### src/rtl/async_rx_pkg.sv
package async_rx_pkg;
    typedef enum logic [2:0] {
        RX_IDLE,
        RX_START,
        RX_DATA,
        RX_PAR,
        RX_STOP
    } rx_state_t;

    typedef enum logic {
        TM_IDLE,
        TM_RUN
    } tm_state_t;

    typedef struct packed {
        logic [7:0] data;
        logic       perr;
        logic       ferr;
    } rx_char_t;
endpackage

### src/rtl/baud_tick.sv
module baud_tick #(
    parameter int DIV_W = 16
) (
    input  logic             clk,
    input  logic             rst_n,
    input  logic [DIV_W-1:0] div,
    output logic             tick
);
    logic [DIV_W-1:0] cnt;

    always_ff @(posedge clk or negedge rst_n) begin
        if (!rst_n) begin
            cnt  <= '0;
            tick <= 1'b0;
        end else if (cnt >= div) begin
            cnt  <= '0;
            tick <= 1'b1;
        end else begin
            cnt  <= cnt + 1'b1;
            tick <= 1'b0;
        end
    end
endmodule

### src/rtl/rx_frame.sv
module rx_frame
    import async_rx_pkg::*;
#(
    parameter int OVS = 16
) (
    input  logic       clk,
    input  logic       rst_n,
    input  logic       tick,
    input  logic       rx_in,
    input  logic [1:0] len_sel,
    input  logic       par_en,
    input  logic       par_odd,
    input  logic       two_stop,
    output logic       ch_valid,
    output rx_char_t   ch
);
    localparam int CW = $clog2(OVS);
    localparam logic [CW-1:0] MID  = CW'(OVS / 2 - 1);
    localparam logic [CW-1:0] LAST = CW'(OVS - 1);

    rx_state_t  state, state_nx;
    logic [CW-1:0] ph;
    logic [2:0] bit_idx;
    logic [7:0] sh;
    logic       pbit, ferr, stop2, seen_hi;
    logic [7:0] dat;
    logic       samp, last_bit, last_stop;

    assign samp      = tick && (ph == LAST);
    assign last_bit  = (bit_idx == (3'd4 + {1'b0, len_sel}));
    assign last_stop = !two_stop || stop2;
    assign dat       = sh >> (2'd3 - len_sel);

    always_comb begin
        state_nx = state;
        unique case (state)
            RX_IDLE:  if (tick && !rx_in && seen_hi) state_nx = RX_START;
            RX_START: if (tick && ph == MID) state_nx = rx_in ? RX_IDLE : RX_DATA;
            RX_DATA:  if (samp && last_bit) state_nx = par_en ? RX_PAR : RX_STOP;
            RX_PAR:   if (samp) state_nx = RX_STOP;
            RX_STOP:  if (samp && last_stop) state_nx = RX_IDLE;
            default:  state_nx = RX_IDLE;
        endcase
    end

    always_ff @(posedge clk or negedge rst_n) begin
        if (!rst_n) state <= RX_IDLE;
        else        state <= state_nx;
    end

    always_ff @(posedge clk or negedge rst_n) begin
        if (!rst_n) begin
            ph <= '0; bit_idx <= '0; sh <= '0; pbit <= 1'b0;
            ferr <= 1'b0; stop2 <= 1'b0; seen_hi <= 1'b0;
            ch_valid <= 1'b0; ch <= '0;
        end else begin
            ch_valid <= 1'b0;
            if (tick) begin
                ph <= ph + 1'b1;
                unique case (state)
                    RX_IDLE: begin
                        ph <= '0; bit_idx <= '0; stop2 <= 1'b0; ferr <= 1'b0;
                        seen_hi <= rx_in;
                    end
                    RX_START: begin
                        seen_hi <= 1'b0;
                        if (ph == MID) ph <= '0;
                    end
                    RX_DATA: if (ph == LAST) begin
                        ph <= '0;
                        sh <= {rx_in, sh[7:1]};
                        bit_idx <= bit_idx + 1'b1;
                    end
                    RX_PAR: if (ph == LAST) begin
                        ph <= '0;
                        pbit <= rx_in;
                    end
                    RX_STOP: if (ph == LAST) begin
                        ph <= '0;
                        stop2 <= 1'b1;
                        if (!rx_in) ferr <= 1'b1;
                        if (last_stop) begin
                            ch_valid <= 1'b1;
                            ch.data  <= dat;
                            ch.ferr  <= ferr | !rx_in;
                            ch.perr  <= par_en & (^dat ^ pbit ^ par_odd);
                        end
                    end
                    default: ph <= '0;
                endcase
            end
        end
    end


    valid_from_stop_chk: assert property (@(posedge clk) disable iff (!rst_n)
        ch_valid |-> $past(state) == RX_STOP);

    perr_needs_par_chk: assert property (@(posedge clk) disable iff (!rst_n)
        (ch_valid && ch.perr) |-> $past(par_en));
endmodule

### src/rtl/blk_track.sv
module blk_track
    import async_rx_pkg::*;
#(
    parameter int OVS   = 16,
    parameter int CNT_W = 8,
    parameter int TO_W  = 12
) (
    input  logic             clk,
    input  logic             rst_n,
    input  logic             tick,
    input  logic             ch_valid,
    input  rx_char_t         ch,
    input  logic [1:0]       len_sel,
    input  logic             par_en,
    input  logic             two_stop,
    input  logic             stat_en,
    input  logic             term_en,
    input  logic [7:0]       term_char,
    input  logic             force_end,
    input  logic             tout_en,
    output logic             wr_valid,
    output logic [7:0]       wr_data,
    output logic             wr_stat,
    output logic             ev_term,
    output logic             ev_tout,
    output logic             ev_perr,
    output logic             ev_ferr,
    output logic [CNT_W-1:0] byte_cnt,
    output logic [CNT_W-1:0] blk_len
);
    localparam int SH = $clog2(OVS) + 2;

    tm_state_t tm_state, tm_nx;
    logic [TO_W-1:0] tcnt, cfl, limit;
    logic stat_pend, st_perr, st_ferr, hit, end_now, expire;

    assign cfl     = TO_W'(7) + TO_W'(len_sel) + TO_W'(par_en) + TO_W'(two_stop);
    assign limit   = cfl << SH;
    assign hit     = ch_valid && term_en && (ch.data == term_char);
    assign end_now = hit || force_end;
    assign expire  = (tm_state == TM_RUN) && !ch_valid && tout_en && tick
                     && (tcnt == limit - 1'b1);

    always_comb begin
        tm_nx = tm_state;
        unique case (tm_state)
            TM_IDLE: if (ch_valid && tout_en) tm_nx = TM_RUN;
            TM_RUN:  if (ch_valid) tm_nx = TM_RUN;
                     else if (!tout_en || expire) tm_nx = TM_IDLE;
            default: tm_nx = TM_IDLE;
        endcase
    end

    always_ff @(posedge clk or negedge rst_n) begin
        if (!rst_n) tm_state <= TM_IDLE;
        else        tm_state <= tm_nx;
    end

    always_ff @(posedge clk or negedge rst_n) begin
        if (!rst_n) begin
            wr_valid <= 1'b0; wr_data <= '0; wr_stat <= 1'b0;
            ev_term <= 1'b0; ev_tout <= 1'b0; ev_perr <= 1'b0; ev_ferr <= 1'b0;
            byte_cnt <= '0; blk_len <= '0; tcnt <= '0;
            stat_pend <= 1'b0; st_perr <= 1'b0; st_ferr <= 1'b0;
        end else begin
            wr_valid <= 1'b0; wr_stat <= 1'b0;
            ev_term <= 1'b0; ev_perr <= 1'b0; ev_ferr <= 1'b0;
            ev_tout <= expire;
            if (stat_pend) begin
                wr_valid  <= 1'b1;
                wr_stat   <= 1'b1;
                wr_data   <= {6'b0, st_ferr, st_perr};
                stat_pend <= 1'b0;
            end
            if (ch_valid) begin
                wr_valid  <= 1'b1;
                wr_data   <= ch.data;
                ev_perr   <= ch.perr;
                ev_ferr   <= ch.ferr;
                stat_pend <= stat_en;
                st_perr   <= ch.perr;
                st_ferr   <= ch.ferr;
            end
            if (end_now) begin
                ev_term  <= 1'b1;
                blk_len  <= byte_cnt + {{(CNT_W-1){1'b0}}, ch_valid};
                byte_cnt <= '0;
            end else if (ch_valid) begin
                byte_cnt <= byte_cnt + 1'b1;
            end
            if (ch_valid)                         tcnt <= '0;
            else if (tm_state == TM_RUN && tick)  tcnt <= tcnt + 1'b1;
        end
    end


    stat_follow_chk: assert property (@(posedge clk) disable iff (!rst_n)
        (wr_valid && !wr_stat && $past(stat_en)) |=> (wr_valid && wr_stat));

    term_clear_chk: assert property (@(posedge clk) disable iff (!rst_n)
        ev_term |-> byte_cnt == '0);

    cnt_step_chk: assert property (@(posedge clk) disable iff (!rst_n)
        (wr_valid && !wr_stat && !ev_term) |-> byte_cnt == $past(byte_cnt) + 1'b1);

    tout_once_chk: assert property (@(posedge clk) disable iff (!rst_n)
        ev_tout |=> !ev_tout);
endmodule

### src/rtl/async_blk_rx.sv
module async_blk_rx
    import async_rx_pkg::*;
#(
    parameter int OVS   = 16,
    parameter int DIV_W = 16,
    parameter int CNT_W = 8,
    parameter int TO_W  = 12
) (
    input  logic             clk,
    input  logic             rst_n,
    input  logic [DIV_W-1:0] baud_div,
    input  logic             rx,
    input  logic [1:0]       len_sel,
    input  logic             par_en,
    input  logic             par_odd,
    input  logic             two_stop,
    input  logic             stat_en,
    input  logic             term_en,
    input  logic [7:0]       term_char,
    input  logic             force_end,
    input  logic             tout_en,
    output logic             wr_valid,
    output logic [7:0]       wr_data,
    output logic             wr_stat,
    output logic             ev_term,
    output logic             ev_tout,
    output logic             ev_perr,
    output logic             ev_ferr,
    output logic [CNT_W-1:0] byte_cnt,
    output logic [CNT_W-1:0] blk_len
);
    logic [1:0] rx_sync;
    logic       tick, ch_valid;
    rx_char_t   ch;

    always_ff @(posedge clk or negedge rst_n) begin
        if (!rst_n) rx_sync <= 2'b11;
        else        rx_sync <= {rx_sync[0], rx};
    end

    baud_tick #(.DIV_W(DIV_W)) u_tick (
        .clk(clk), .rst_n(rst_n), .div(baud_div), .tick(tick)
    );

    rx_frame #(.OVS(OVS)) u_frame (
        .clk(clk), .rst_n(rst_n), .tick(tick), .rx_in(rx_sync[1]),
        .len_sel(len_sel), .par_en(par_en), .par_odd(par_odd),
        .two_stop(two_stop), .ch_valid(ch_valid), .ch(ch)
    );

    blk_track #(.OVS(OVS), .CNT_W(CNT_W), .TO_W(TO_W)) u_blk (
        .clk(clk), .rst_n(rst_n), .tick(tick), .ch_valid(ch_valid), .ch(ch),
        .len_sel(len_sel), .par_en(par_en), .two_stop(two_stop),
        .stat_en(stat_en), .term_en(term_en), .term_char(term_char),
        .force_end(force_end), .tout_en(tout_en),
        .wr_valid(wr_valid), .wr_data(wr_data), .wr_stat(wr_stat),
        .ev_term(ev_term), .ev_tout(ev_tout), .ev_perr(ev_perr),
        .ev_ferr(ev_ferr), .byte_cnt(byte_cnt), .blk_len(blk_len)
    );
endmodule

### config.mk
export PLATFORM = sky130hd
export DESIGN_NAME = async_blk_rx
export DESIGN_NICKNAME = d
export VERILOG_FILES = /design/src/rtl/async_rx_pkg.sv /design/src/rtl/baud_tick.sv /design/src/rtl/rx_frame.sv /design/src/rtl/blk_track.sv /design/src/rtl/async_blk_rx.sv
export SDC_FILE = /design/constraint.sdc
export NUM_CORES = 1
export LEC_CHECK = 0
export CAP_MARGIN = 10
export CORE_MARGIN = 2
export CORE_UTILIZATION = 40
export DETAILED_ROUTE_END_ITERATION = 16
export GPL_TIMING_DRIVEN = 0
export HOLD_SLACK_MARGIN = 0.08
export PLACE_DENSITY = 0.72
export SYNTH_ARGS = -nofsm -noshare
export SYNTH_HDL_FRONTEND = slang
export SYNTH_SLANG_ARGS = --single-unit
### constraint.sdc
create_clock -name clk -period 2.6 [get_ports clk]
set_input_delay 0.39 -clock clk [delete_from_list [all_inputs] [get_ports clk]]
set_output_delay 0.39 -clock clk [all_outputs]
set_load 0.1 [all_outputs]
Word-level counts from Yosys, hierarchy flattened
Cells that the tools add are included.
- reductions and logical operators: 38
- add/sub/neg operators: 12
- magnitude comparators: 1
- shift operators: 1
- multiplexer cells: 41
- equality and inequality tests: 17
- bitwise gates (word level): 5
- operators with widths (operator ; number):
    2-to-1 mux 8 bit ; 4
    2-to-1 mux 12 bit ; 2
    2-to-1 mux 3 bit ; 7
    2-to-1 mux 1 bit ; 17
    adder 16 x 1 -> 16 bit (second input constant) ; 1
    greater-or-equal comparator 16 bit ; 1
    2-to-1 mux 16 bit ; 1
    one-hot mux 3 bit (5 select lines) ; 1
    logical AND 1 bit ; 14
    != test 2 x 1 -> 1 bit (second input constant) ; 7
    adder 12 x 1 -> 12 bit (second input constant) ; 1
    adder 6 x 1 -> 6 bit ; 2
    == test 12 bit ; 1
    AND reduction 3 bit ; 4
    nonzero test 2 bit ; 6
    subtractor 12 x 1 -> 12 bit (second input constant) ; 1
    adder 8 x 1 -> 8 bit ; 1
    adder 8 x 1 -> 8 bit (second input constant) ; 1
    == test 8 bit ; 1
    2-to-1 mux 4 bit ; 2
    one-hot mux 1 bit (2 select lines) ; 4
    one-hot mux 4 bit (2 select lines) ; 1
    AND reduction 4 bit ; 2
    XOR reduction 8 bit ; 1
    other kinds (25) ; 32
- bits of input ports: 36
- flip-flop bits (word level): 98
- word-level logic and storage cells: 144
- output and inout bits: 30

Depth between registers and ports, before layout
Gate-level depths: netlist of the first run.
- depth in word-level cells: 10
- gate-level depth with buffers: 12
- gate-level depth less buffers: 11

Cells and area by module
A second synthesis of the first run with hierarchy kept.
- cells, all modules: 529
- area, all modules: 5520.3 um^2
- by module, submodules not included (module ; area an instance (um^2) ; sequential area each (um^2) ; cells each ; instances):
    blk_track ; 2318.5 ; 1151.1 ; 212 ; 1
    rx_frame ; 1864.3 ; 825.8 ; 184 ; 1
    baud_tick ; 1285.0 ; 425.4 ; 131 ; 1
    async_blk_rx ; 52.6 ; 52.6 ; 2 ; 1

Worst setup path before layout of the first run
Ideal clock, no wire load.
- path type: input-to-reg
- from: input port len_sel[0]
- to: register u_blk.tm_state
- setup slack: -98 ps
- stages on the path: 11
- path buffers: 1
- data required time: 2467 ps
- setup time: 133 ps
- arrival: 2565 ps
- path through: buf_2 > inv_1 > fa_1 > ha_1 > inv_1 > ha_1 > xnor2_1 > nor4b_1 > nand3_1 > a211oi_1 > o21ai_0
- word-level cells in the longest chain between the ends: 10
- RTL lines (item ; RTL line ; source):
    start: declaration ; async_blk_rx.sv:13 ; input logic [1:0] len_sel,
    adder 3 x 2 -> 4 bit ; blk_track.sv:37 ; assign cfl = TO_W'(7) + TO_W'(len_sel) + TO_W'(par_en) + TO_W'(two_stop);
    adder 6 x 1 -> 6 bit (2 in a row) ; blk_track.sv:37 ;
    subtractor 12 x 1 -> 12 bit ; blk_track.sv:42 ; && (tcnt == limit - 1'b1);
    == test 12 bit ; blk_track.sv:42 ;
    logical AND 1 bit ; blk_track.sv:42 ;
    net u_blk.expire ; blk_track.sv:35 ; logic stat_pend, st_perr, st_ferr, hit, end_now, expire;
    logical OR 1 bit ; blk_track.sv:49 ; else if (!tout_en || expire) tm_nx = TM_IDLE;
    2-to-1 mux 1 bit ; blk_track.sv:49 ;
    2-to-1 mux 1 bit ; blk_track.sv:48 ; TM_RUN: if (ch_valid) tm_nx = TM_RUN;
    one-hot mux 1 bit (2 select lines) ; blk_track.sv:46 ; unique case (tm_state)
    net u_blk.tm_nx ; blk_track.sv:33 ; tm_state_t tm_state, tm_nx;
    end signal: assignment ; blk_track.sv:56 ; else tm_state <= tm_nx;
    end: declaration ; blk_track.sv:33 ;
The timed path passes the listed nets, and every way through them passes these cells.
A chain may end at the register's enable or synchronous reset.

Worst setup path in the final report of the first run
Same ends and word-level chain as after synthesis.

==> results.tsv, run 1 <==
stage	metric	value	unit
final_layout	flip-flop and latch area	2450	um^2
worst_setup_path	R2R Path Start	u_tick.cnt[0]$_DFF_PN0_	
sta	max-slew violations	0	
floorplan	FP Rows	42	
worst_setup_path	CP required	2.82	ns
clock_network	hold buffer count at cts	0	
place	number of I/O port buffers	65	
worst_setup_path	type of the worst setup path	primary input to flip-flop	
clock_network	CTS sink count	98	
final_layout	antenna cells	0	
yosys	Syn Inst Count	529	
worst_setup_path	WP data arrival	2.71	ns
min_path	worst hold path type	primary input to async pin	
power_and_ir_drop	Pleak	3.15	nW
floorplan	initial core utilization	41.2	%
clock_network	clock buffer depth	2	
global_routing	initial antenna violation count	0	
floorplan	core area	13300	um^2
worst_setup_path	R2R setup slack	0.36	ns
outcome	status	completed	
final_layout	most common cell after layout, fill and taps aside	dfrtp_1	
floorplan	Ports	66	
final_layout	fin util	50.7	%
yosys	Synth Flop Type	dfrtp_1	
yosys	Synth Area per Inst	10.4	um^2
place	gpl congestion	0.829	
job	max_cap viols	0	
final_layout	post-route cell area	6770	um^2
floorplan	die area	14700	um^2
detailed_routing	Vias	4124	
detailed_routing	via density per instance	5.21	
yosys	Synth cell types	64	
clock_network	Num CTS Buffers	9	
worst_setup_path	cell depth of the worst flop-to-flop path	8	
detailed_routing	post-detailed-route count of antenna-violating nets	0	
worst_setup_path	R2R Path End	u_tick.cnt[14]$_DFF_PN0_	
power_and_ir_drop	Peak VDD IR	399	uV
sta	Slew HR	35.1	%
sta	Tmin final	2.49	ns
final_layout	Final nets	675	
yosys	Net Count, Synth	593	
detailed_routing	post-route DRC violation count	0	
place	Post-DP Area	6410	um^2
detailed_routing	routed wire length	11.1	mm
clock_network	H-tree levels	3	
final_layout	Layout fillers	1187	
clock_network	clock slew at reported path FFs	0.07	ns
clock_network	CTS tree	built	
yosys	Synth Warn #	0	
place	Post-DP HPWL	8.13	mm
sta	RSZ-0062 raised after global routing	false	
final_layout	synthesis-to-finish area growth	23.2	%
yosys	Post-synth EDFFs	0	
sta	Setup Viol. Count Final	0	
worst_setup_path	largest fanout on the critical path	7	
final_layout	most frequent cells in the layout	dfrtp_1 (96), clkdlybuf4s50_1 (60), nor2_1 (45), inv_1 (36)	
yosys	share of flip-flops with an asynchronous set or reset	100	%
sta	final hold violation count	0	
final_layout	layout cells sized above 1	13.5	%
floorplan	die height	121	um
sta	fin crit share	95.8	%
sta	Clock Skews	0.00825	ns
global_routing	first-pass GRT wire length	19.4	mm
power_and_ir_drop	P per Cell Area	556	nW/um^2
global_routing	vias in the first global route	4206	
global_routing	total global routing overflow	0	
sta	Fmax	402	MHz
final_layout	multi-input logic area	2780	um^2
sta	Slew @ Worst Pin	0.971	ns
detailed_routing	WL per Instance	14.0	um
floorplan	Die W	121	um
sta	final setup TNS	0	ns
yosys	synthesis-stage register bit count	98	
worst_setup_path	Critical Path Sink Type	flip-flop	
detailed_routing	TritonRoute pass-1 iters	4	
yosys	Mapped Area	5500	um^2
clock_network	Clk Latency, worst-skew pair	0.34	ns
yosys	sequential element share of the synthesized area	44.7	%
global_routing	pin count of the biggest net entering global routing	55	
global_routing	GRT Util Overall	16.1	%
clock_network	root buf cell	clkbuf_16	
worst_setup_path	Setup crit start kind	primary input	
detailed_routing	Iter 0 DRT Violations	312	
==> Yosys cell counts, drive strengths merged, types with 2 or more instances <==
cell    number  area [um^2]
a211o        2         17.5
a211oi      18          140
a21o         6         45.0
a21oi       11         55.1
a22o         6         52.6
a311o        2         20.0
a311oi       3         26.3
and2         5         31.3
and3         5         31.3
and4         2         17.5
buf         15          108
clkbuf       9         35.0
dfrtp       96         2400
dfstp        2         52.6
ha          27          338
inv         38          143
mux2        21          244
mux2i        9          103
mux4         2         45.0
nand2       31          116
nand2b       3         26.3
nand3       16         85.1
nand3b       3         22.5
nand4       17          113
nor2        45          169
nor2b        3         18.8
nor3         8         45.0
nor4         3         18.8
o21ai       27          135
o22ai        2         12.5
o31ai        6         50.1
or3          4         25.0
xnor2       33          297
xor2        32          280
==> registers in the layout, indices dropped and copies added, names as in the netlist, 2 cells and up <==
register and count:
u_tick.cnt 16, u_blk.tcnt 12, u_blk.blk_len 8, u_frame.state 3, rx_sync 2, u_frame.bit_idx 3
u_frame.ph 4, u_blk.byte_cnt 8, u_blk.wr_data 8, u_frame.ch 10, u_frame.sh 8
==> where the power goes <==
group / leakage [nW] / internal, mW / switching, mW
logic: 1.67 / 0.321 / 0.374
registers: 1.33 / 1.61 / 0.110
clock network: 0.152 / 0.774 / 0.574
==> how the worst max path moves through the flow <==
stage                    start                        end  slack (ns)  cells past startpoint
floorplan           len_sel[0]   u_blk.tm_state$_DFF_PN0_        0.05                     11
global placement         rst_n  u_frame.sh[1]$_DFFE_PN0P_       -2.41                      1
detailed placement  len_sel[0]   u_blk.tm_state$_DFF_PN0_       -1.02                     12
CTS                     par_en   u_blk.tm_state$_DFF_PN0_        0.01                     10
global route        len_sel[0]   u_blk.tm_state$_DFF_PN0_        0.01                     12
finish              len_sel[0]   u_blk.tm_state$_DFF_PN0_        0.11                     12
==> final cells by class <==
cell class	instances	share of cell area, %
flip-flops and latches	98	36.2
clock inverters	6	0.979
inverters	38	2.16
clock buffers	10	3.53
multi-input cells	369	41.1
repair buffers	71	10.6
plain buffers	24	2.20
well taps	176	3.25
==> routing by layer <==
layer  wire [um]  vias to the layer above  track usage, %
li1            -                     2025               -
met1        5030                     2015            20.6
met2        5490                       74            27.9
met3         435                       10            3.20
met4          99                        0            4.45
met5           0                        -               0
==> through the flow <==
step,power [mW],hold WS [ns],cells,setup WS (ns)
after global placement,2.40,0.346,770,-2.41
final,3.77,0.0945,792,0.110
after floorplan,2.21,0.0944,529,0.0481
after detailed placement,2.44,0.348,771,-1.02
after global routing,3.98,0.151,792,0.0118
after CTS,3.79,0.118,790,0.0101
==> critical path, cell delays in order <==
cell and delay [ns]:
clkbuf_4 0.15, buf_6 0.12, inv_2 0.07, fa_2 0.42, ha_4 0.31, inv_1 0.06
ha_1 0.28, xnor2_1 0.13, nor4b_2 0.26, nand3_1 0.13, a211oi_2 0.26, o21ai_1 0.11
==> repair_timing <==
item	in CTS	in global routing
pin swaps	1	4
setup buffers	3	2
gates resized for setup	9	6
endpoints found under the setup margin	2	2
cloned	0	0
==> cells by family (layout without fill, tap and decap cells) <==
| family | after synthesis | count (layout) | synth area share (%) |
|---|---|---|---|
| buffers and inverters | 62 | 149 | 5.19 |
| AND/OR/NAND/NOR | 151 | 151 | 14.0 |
| multiplexers | 32 | 32 | 7.13 |
| XOR/XNOR | 66 | 66 | 10.9 |
| flip-flops | 98 | 98 | 44.7 |
| AO/OA/AOI/OAI | 92 | 92 | 11.5 |
| adder cells (fa/ha/maj) | 28 | 28 | 6.51 |
(Power assumes the default switching activity.)
==> run 2, diff against run 1 <==
Settings changed: CORE_MARGIN 2 to 5.
==> results.tsv, run 2 (same netlist as run 1, synthesis figures left out) <==
stage	metric	value	unit	change
outcome	status	completed		
floorplan	FP Rows	42		unchanged
worst_setup_path	type of the worst setup path	primary input to flip-flop		
sta	Slew HR	33.6	%	-1.5 points
clock_network	hold buffer count at cts	0		unchanged
final_layout	Final nets	674		-0.15%
clock_network	clock slew at reported path FFs	0.07	ns	about the same
final_layout	post-route cell area	6750	um^2	-0.31%
clock_network	CTS sink count	98		unchanged
clock_network	Num CTS Buffers	9		unchanged
floorplan	initial core utilization	41.2	%	unchanged
global_routing	vias in the first global route	4267		+1.5%
worst_setup_path	WP data arrival	2.67	ns	-0.04 ns
final_layout	synthesis-to-finish area growth	22.9	%	
place	DP Cell Count	771		unchanged
place	Post-DP Area	6400	um^2	-0.12%
clock_network	root buf cell	clkbuf_16		
clock_network	Clk Latency, worst-skew pair	0.35	ns	about the same
final_layout	register with the most flip-flops	u_tick.cnt		
detailed_routing	Iter 0 DRT Violations	318		+1.9%
sta	Tmin final	2.44	ns	-0.0493 ns
global_routing	total global routing overflow	0		unchanged
sta	RSZ-0062 raised after global routing	false		
global_routing	pin count of the biggest net entering global routing	59		+7.3%
global_routing	first-pass GRT wire length	19.7	mm	+1.5%
detailed_routing	post-route DRC violation count	0		unchanged
worst_setup_path	largest fanout on the critical path	7		unchanged
worst_setup_path	Critical Path Sink Type	flip-flop		
sta	final hold violation count	0		unchanged
final_layout	antenna cells	0		unchanged
detailed_routing	Vias	4123		-0.024%
sta	Fmax	410	MHz	+2.0%
final_layout	fin cells	791		-0.13%
sta	Clock Skews	0.00920	ns	+0.000946 ns
clock_network	H-tree levels	3		unchanged
floorplan	Die W	127	um	+5.0%
sta	Slew @ Worst Pin	0.992	ns	+0.0217 ns
sta	Setup Viol. Count Final	0		unchanged
clock_network	CTS tree	built		
floorplan	core area	13300	um^2	unchanged
floorplan	die height	127	um	+5.0%
floorplan	die area	16200	um^2	+10%
place	pre-CTS WS	-1.03	ns	-0.00748 ns
final_layout	max reg flops	16		unchanged
detailed_routing	routed wire length	11.3	mm	+1.8%
global_routing	GRT Util Overall	14.6	%	-1.6 points
power_and_ir_drop	Pwr Total	3.78	mW	+0.38%
detailed_routing	via density per instance	5.21		+0.10%
sta	final worst slack	0.159	ns	+0.0493 ns
final_layout	fin util	50.6	%	-0.16 points
sta	fin crit share	93.9	%	-1.9 points
place	number of I/O port buffers	65		unchanged
job	max_cap viols	0		unchanged
sta	Fin Hold WS	0.0931	ns	-0.00142 ns
final_layout	layout cells sized above 1	13.3	%	-0.14 points
clock_network	clock buffer depth	2		unchanged
power_and_ir_drop	Pleak	3.14	nW	-0.59%
worst_setup_path	CP required	2.83	ns	about the same
final_layout	most frequent cells in the layout	dfrtp_1 (96), clkdlybuf4s50_1 (60), nor2_1 (45), inv_1 (36)		
final_layout	Regs by FF count	u_tick.cnt (16), u_blk.tcnt (12), u_frame.ch (10)		
worst_setup_path	Setup crit start kind	primary input		
global_routing	initial antenna violation count	0		unchanged
detailed_routing	TritonRoute pass-1 iters	4		unchanged
min_path	worst hold path type	primary input to async pin		
place	Post-DP HPWL	8.30	mm	+2.1%
detailed_routing	post-detailed-route count of antenna-violating nets	0		unchanged
sta	final setup TNS	0	ns	unchanged
final_layout	most common cell after layout, fill and taps aside	dfrtp_1		
power_and_ir_drop	P per Cell Area	560	nW/um^2	+0.69%
floorplan	Ports	66		unchanged
sta	max-slew violations	0		unchanged
detailed_routing	WL per Instance	14.2	um	+1.9%
power_and_ir_drop	Peak VDD IR	349	uV	-12%
place	gpl congestion	0.847		+2.1%
[run 2: cell types whose count changed in the layout (fill, tap and decap cells not counted), sizes merged]
cell	delta
inv	+2
clkinv	-3
clkinvlp	+2
clkbuf	-2
[run 2: cell type report]
class	instances	area, um^2
flip-flops and latches	98	2450
inverters	38	146
clock buffers	9	225
fillers	1209	6600
repair buffers	70	698
well taps	176	220
multi-input cells	369	2780
plain buffers	24	149
clock inverters	7	76.3
[run 2: final timing paths]
check / slack [ns] / endpoint / cells after the start / startpoint
max reg2reg: 0.30 / u_tick.cnt[14]$_DFF_PN0_ / 8 / u_tick.cnt[0]$_DFF_PN0_
min: 0.09 / u_blk.tcnt[7]$_DFFE_PN0P_ / 1 / rst_n
min in group clk: 0.36 / rx_sync[1]$_DFF_PN1_ / 0 / rx_sync[0]$_DFF_PN1_
max: 0.16 / u_blk.tm_state$_DFF_PN0_ / 12 / len_sel[0]
min reg2reg: 0.36 / rx_sync[1]$_DFF_PN1_ / 0 / rx_sync[0]$_DFF_PN1_
max in group asynchronous: 1.77 / rx_sync[0]$_DFF_PN1_ / 2 / rst_n
[run 2: critical path, cell delays in order]
cell and delay, ns:
buf_2 0.15, buf_6 0.12, inv_2 0.07, fa_2 0.42, ha_4 0.31, inv_1 0.06, ha_1 0.28, xnor2_1 0.13
nor4b_2 0.27, nand3_1 0.12, a211oi_2 0.23, o21ai_1 0.12
[run 2: what timing repair did]
item                                    in CTS  in global routing
endpoints found under the setup margin       2                  2
resized for setup                           10                  4
cloned                                       0                  0
pin swaps                                    1                  4
setup buffers                                4                  0
[run 2: report_power, final]
group          internal [mW]  switching (mW)
logic                  0.320           0.379
registers               1.61           0.112
clock network          0.753           0.603
total                   2.68            1.09
[run 2: layer usage]
layer / track usage [%] / wire (um)
met1: 18.6 / 5010
met2: 24.8 / 5610
met3: 2.67 / 481
met4: 5.11 / 153
met5: 0 / 0
==> run 3, diff against run 2 <==
Settings changed: CORE_UTILIZATION 40 to 25, PLACE_DENSITY 0.72 to 0.54, SYNTH_HIERARCHICAL from default to 1.
==> results.tsv, run 3 <==
stage	metric	value	unit	change
worst_setup_path	CP cell instances	clkdlybuf4s50_1		
worst_setup_path	CP max stage delay	1.19	ns	+0.77 ns
worst_setup_path	slowest cell on the critical path	clkdlybuf4s50_1		
power_and_ir_drop	Switching Share	30.2	%	+1.2 points
global_routing	vias in the first global route	4086		-4.2%
yosys	Synth Warn #	6		+6
worst_setup_path	Critical Path Sink Type	output port		
yosys	top cell type's share of synthesized area	43.5	%	-0.20 points
power_and_ir_drop	internal cell power	2.86	mW	+6.3%
global_routing	pin count of the biggest net entering global routing	70		+19%
worst_setup_path	Setup crit start kind	flip-flop		
floorplan	initial core utilization	25.4	%	-16 points
power_and_ir_drop	P per Cell Area	593	nW/um^2	+5.9%
min_path	worst hold path type	flip-flop to flip-flop		
clock_network	clock slew at reported path FFs	0.08	ns	about the same
floorplan	die area	25200	um^2	+55%
yosys	Post-synth top cells	dfrtp_1 (96), nor2_1 (42), nand2_1 (39), inv_1 (35), xnor2_1 (32)		
yosys	Yosys top cell by area	dfrtp_1		
detailed_routing	WL per Instance	13.4	um	-5.6%
sta	Setup Viol. Count Final	0		unchanged
yosys	Synth Area per Inst	10.4	um^2	+0.46%
clock_network	CTS sink count	98		unchanged
yosys	Synth Flop Type	dfrtp_1		
worst_setup_path	WP data arrival	2.04	ns	-0.63 ns
global_routing	GRT Util Overall	9.95	%	-4.6 points
place	Post-DP Area	6550	um^2	+2.3%
detailed_routing	Iter 0 DRT Violations	133		-58%
power_and_ir_drop	Peak VDD IR	272	uV	-22%
final_layout	antenna cells	0		unchanged
yosys	top cells by area, synth	dfrtp_1 (44%), ha_1 (6.1%), xnor2_1 (5.1%), mux2_2 (4.9%), xor2_1 (3.6%)		
yosys	Net Count, Synth	593		unchanged
sta	fin crit share	93.4	%	-0.45 points
worst_setup_path	type of the worst setup path	flip-flop to output port		
clock_network	root buf cell	clkbuf_16		
power_and_ir_drop	Flop pwr share	44.1	%	-1.5 points
global_routing	initial antenna violation count	1		+1
worst_setup_path	number of stages on the worst setup path	1		-11
power_and_ir_drop	sw power	1.24	mW	+13%
detailed_routing	Vias	3977		-3.5%
sta	max-slew violations	0		unchanged
place	gpl congestion	0.780		-7.9%
outcome	status	completed		
worst_setup_path	CP Buf/Inv Count	1		-3
final_layout	Final nets	672		-0.30%
sta	RSZ-0062 raised after global routing	false		
yosys	Mapped Area	5520	um^2	+0.46%
yosys	Syn Inst Count	529		unchanged
job	max_cap viols	0		unchanged
clock_network	Clk Latency, worst-skew pair	0.35	ns	about the same
global_routing	first-pass GRT wire length	20.3	mm	+3.3%
final_layout	Layout fillers	2248		+86%
yosys	Post-synth EDFFs	0		unchanged
power_and_ir_drop	clock share of power	34.9	%	-1.0 points
min_path	Min-Delay Path Depth	0		
power_and_ir_drop	Pwr Total	4.09	mW	+8.2%
sta	Fmax	412	MHz	+0.48%
global_routing	total global routing overflow	0		unchanged
sta	final hold violation count	0		unchanged
floorplan	die height	159	um	+25%
sta	final setup TNS	0	ns	unchanged
floorplan	FP Rows	54		+29%
final_layout	most common cell after layout, fill and taps aside	dfrtp_1		
final_layout	Regs by FF count	u_tick/cnt (16), u_blk/tcnt (12), u_frame/ch (10)		
floorplan	Ports	66		unchanged
worst_setup_path	cell depth of the worst flop-to-flop path	6		-2
final_layout	fin util	31.7	%	-19 points
floorplan	Die W	159	um	+25%
sta	Slew @ Worst Pin	1.01	ns	+0.0144 ns
sta	Clock Skews	0.0101	ns	+0.000949 ns
final_layout	layout cells sized above 1	13.2	%	-0.12 points
yosys	sequential element share of the synthesized area	44.5	%	-0.20 points
final_layout	max reg flops	16		unchanged
clock_network	Num CTS Buffers	9		unchanged
clock_network	clock buffer depth	2		unchanged
floorplan	core area	21800	um^2	+63%
final_layout	post-route cell area	6900	um^2	+2.2%
yosys	most frequent cell after synthesis	dfrtp_1		
clock_network	CTS tree	built		
detailed_routing	post-detailed-route count of antenna-violating nets	0		unchanged
power_and_ir_drop	Pleak	3.07	nW	-2.2%
place	Post-DP HPWL	8.94	mm	+7.7%
detailed_routing	post-route DRC violation count	0		unchanged
place	number of I/O port buffers	65		unchanged
final_layout	synthesis-to-finish area growth	25.0	%	
worst_setup_path	family with the most delay on the worst path	buffers and inverters		
yosys	share of flip-flops with an asynchronous set or reset	100	%	unchanged
worst_setup_path	R2R setup slack	0.20	ns	-0.10 ns
sta	Slew HR	32.7	%	-0.96 points
power_and_ir_drop	combinational share of power	21.0	%	+2.5 points
detailed_routing	via density per instance	4.45		-15%
detailed_routing	routed wire length	12.0	mm	+6.6%
detailed_routing	TritonRoute pass-1 iters	4		unchanged
yosys	synthesis-stage register bit count	98		unchanged
sta	Tmin final	2.43	ns	-0.0117 ns
final_layout	register with the most flip-flops	u_tick/cnt		
yosys	Synth cell types	62		-3.1%
clock_network	H-tree levels	3		unchanged
worst_setup_path	CP required	2.21	ns	-0.62 ns
worst_setup_path	largest fanout on the critical path	7		unchanged
final_layout	most frequent cells in the layout	dfrtp_1 (96), clkdlybuf4s50_1 (61), nor2_1 (42), nand2_1 (39), inv_1 (35)		
==> run 3: through the flow <==
stage,hold slack [ns],cells,worst slack (ns)
global placement,0.346,874,-2.79
detailed placement,0.347,875,-0.785
global route,0.360,893,0.0277
CTS,0.357,893,0.000557
finish,0.357,893,0.171
floorplan,0.0944,529,0.0752
==> run 3: final timing paths <==
path | startpoint | end
worst min-delay path | rx_sync[0]$_DFF_PN1_ | rx_sync[1]$_DFF_PN1_
max in group asynchronous | rst_n | rx_sync[1]$_DFF_PN1_
min in group asynchronous | rst_n | u_blk/tcnt[4]$_DFFE_PN0P_
worst max register to register | u_tick/cnt[11]$_DFF_PN0_ | u_tick/cnt[10]$_DFF_PN0_
worst min register to register | rx_sync[0]$_DFF_PN1_ | rx_sync[1]$_DFF_PN1_
worst max-delay path | u_blk/byte_cnt[3]$_DFFE_PN0P_ | byte_cnt[3]
==> run 3: layout make-up <==
type	count	area, um^2	area share (%)
Tap cell	280	350	5.08
Inverter	36	135	1.96
Multi-Input combinational cell	371	2790	40.5
Buffer	24	158	2.29
Clock inverter	6	80.1	1.16
Clock buffer	10	239	3.46
Timing Repair Buffer	68	688	9.97
Sequential cell	98	2450	35.6
==> run 3: cells by family (layout without fill, tap and decap cells) <==
logic type                 Yosys count  count (layout)  synth area share (%)
adders and majority gates           28              28                  6.48
buffers and inverters               60             144                  5.30
AOI/OAI and AO/OA                   67              67                  8.66
and+or+nand+nor                    178             178                  17.2
DFF                                 98              98                  44.5
muxes                               39              39                  7.80
xor gates and xnor gates            59              59                  10.1
==> run 3: per-layer routing <==
layer	track usage, %	wire length, um	share of wire [%]	up-vias
li1	-	-	-	1998
met1	13.3	5700	48	1881
met2	16.3	5580	46	82
met3	2.47	570	4.8	14
met4	2.44	128	1.1	2
met5	0	13	0.11	-
==> run 3: timing repair <==
| action | in CTS | in global routing |
|---|---|---|
| cloned | 0 | 0 |
| gates resized for setup | 12 | 2 |
| endpoints found under the hold margin | 29 | 0 |
| setup endpoints to repair | 2 | 2 |
| hold buffers | 1 | 0 |
| buffers inserted | 1 | 0 |
| pin swaps | 7 | 3 |
==> run 3: power groups by stage <==
| stage | logic, mW | clock network [mW] | registers [mW] |
|---|---|---|---|
| after CTS | 0.863 | 1.48 | 1.81 |
| after detailed placement | 0.854 | 0 | 1.83 |
| final | 0.858 | 1.43 | 1.81 |
| after floorplan | 0.631 | 0 | 1.80 |
| after global routing | 0.990 | 1.53 | 1.83 |
| after global placement | 0.833 | 0 | 1.83 |
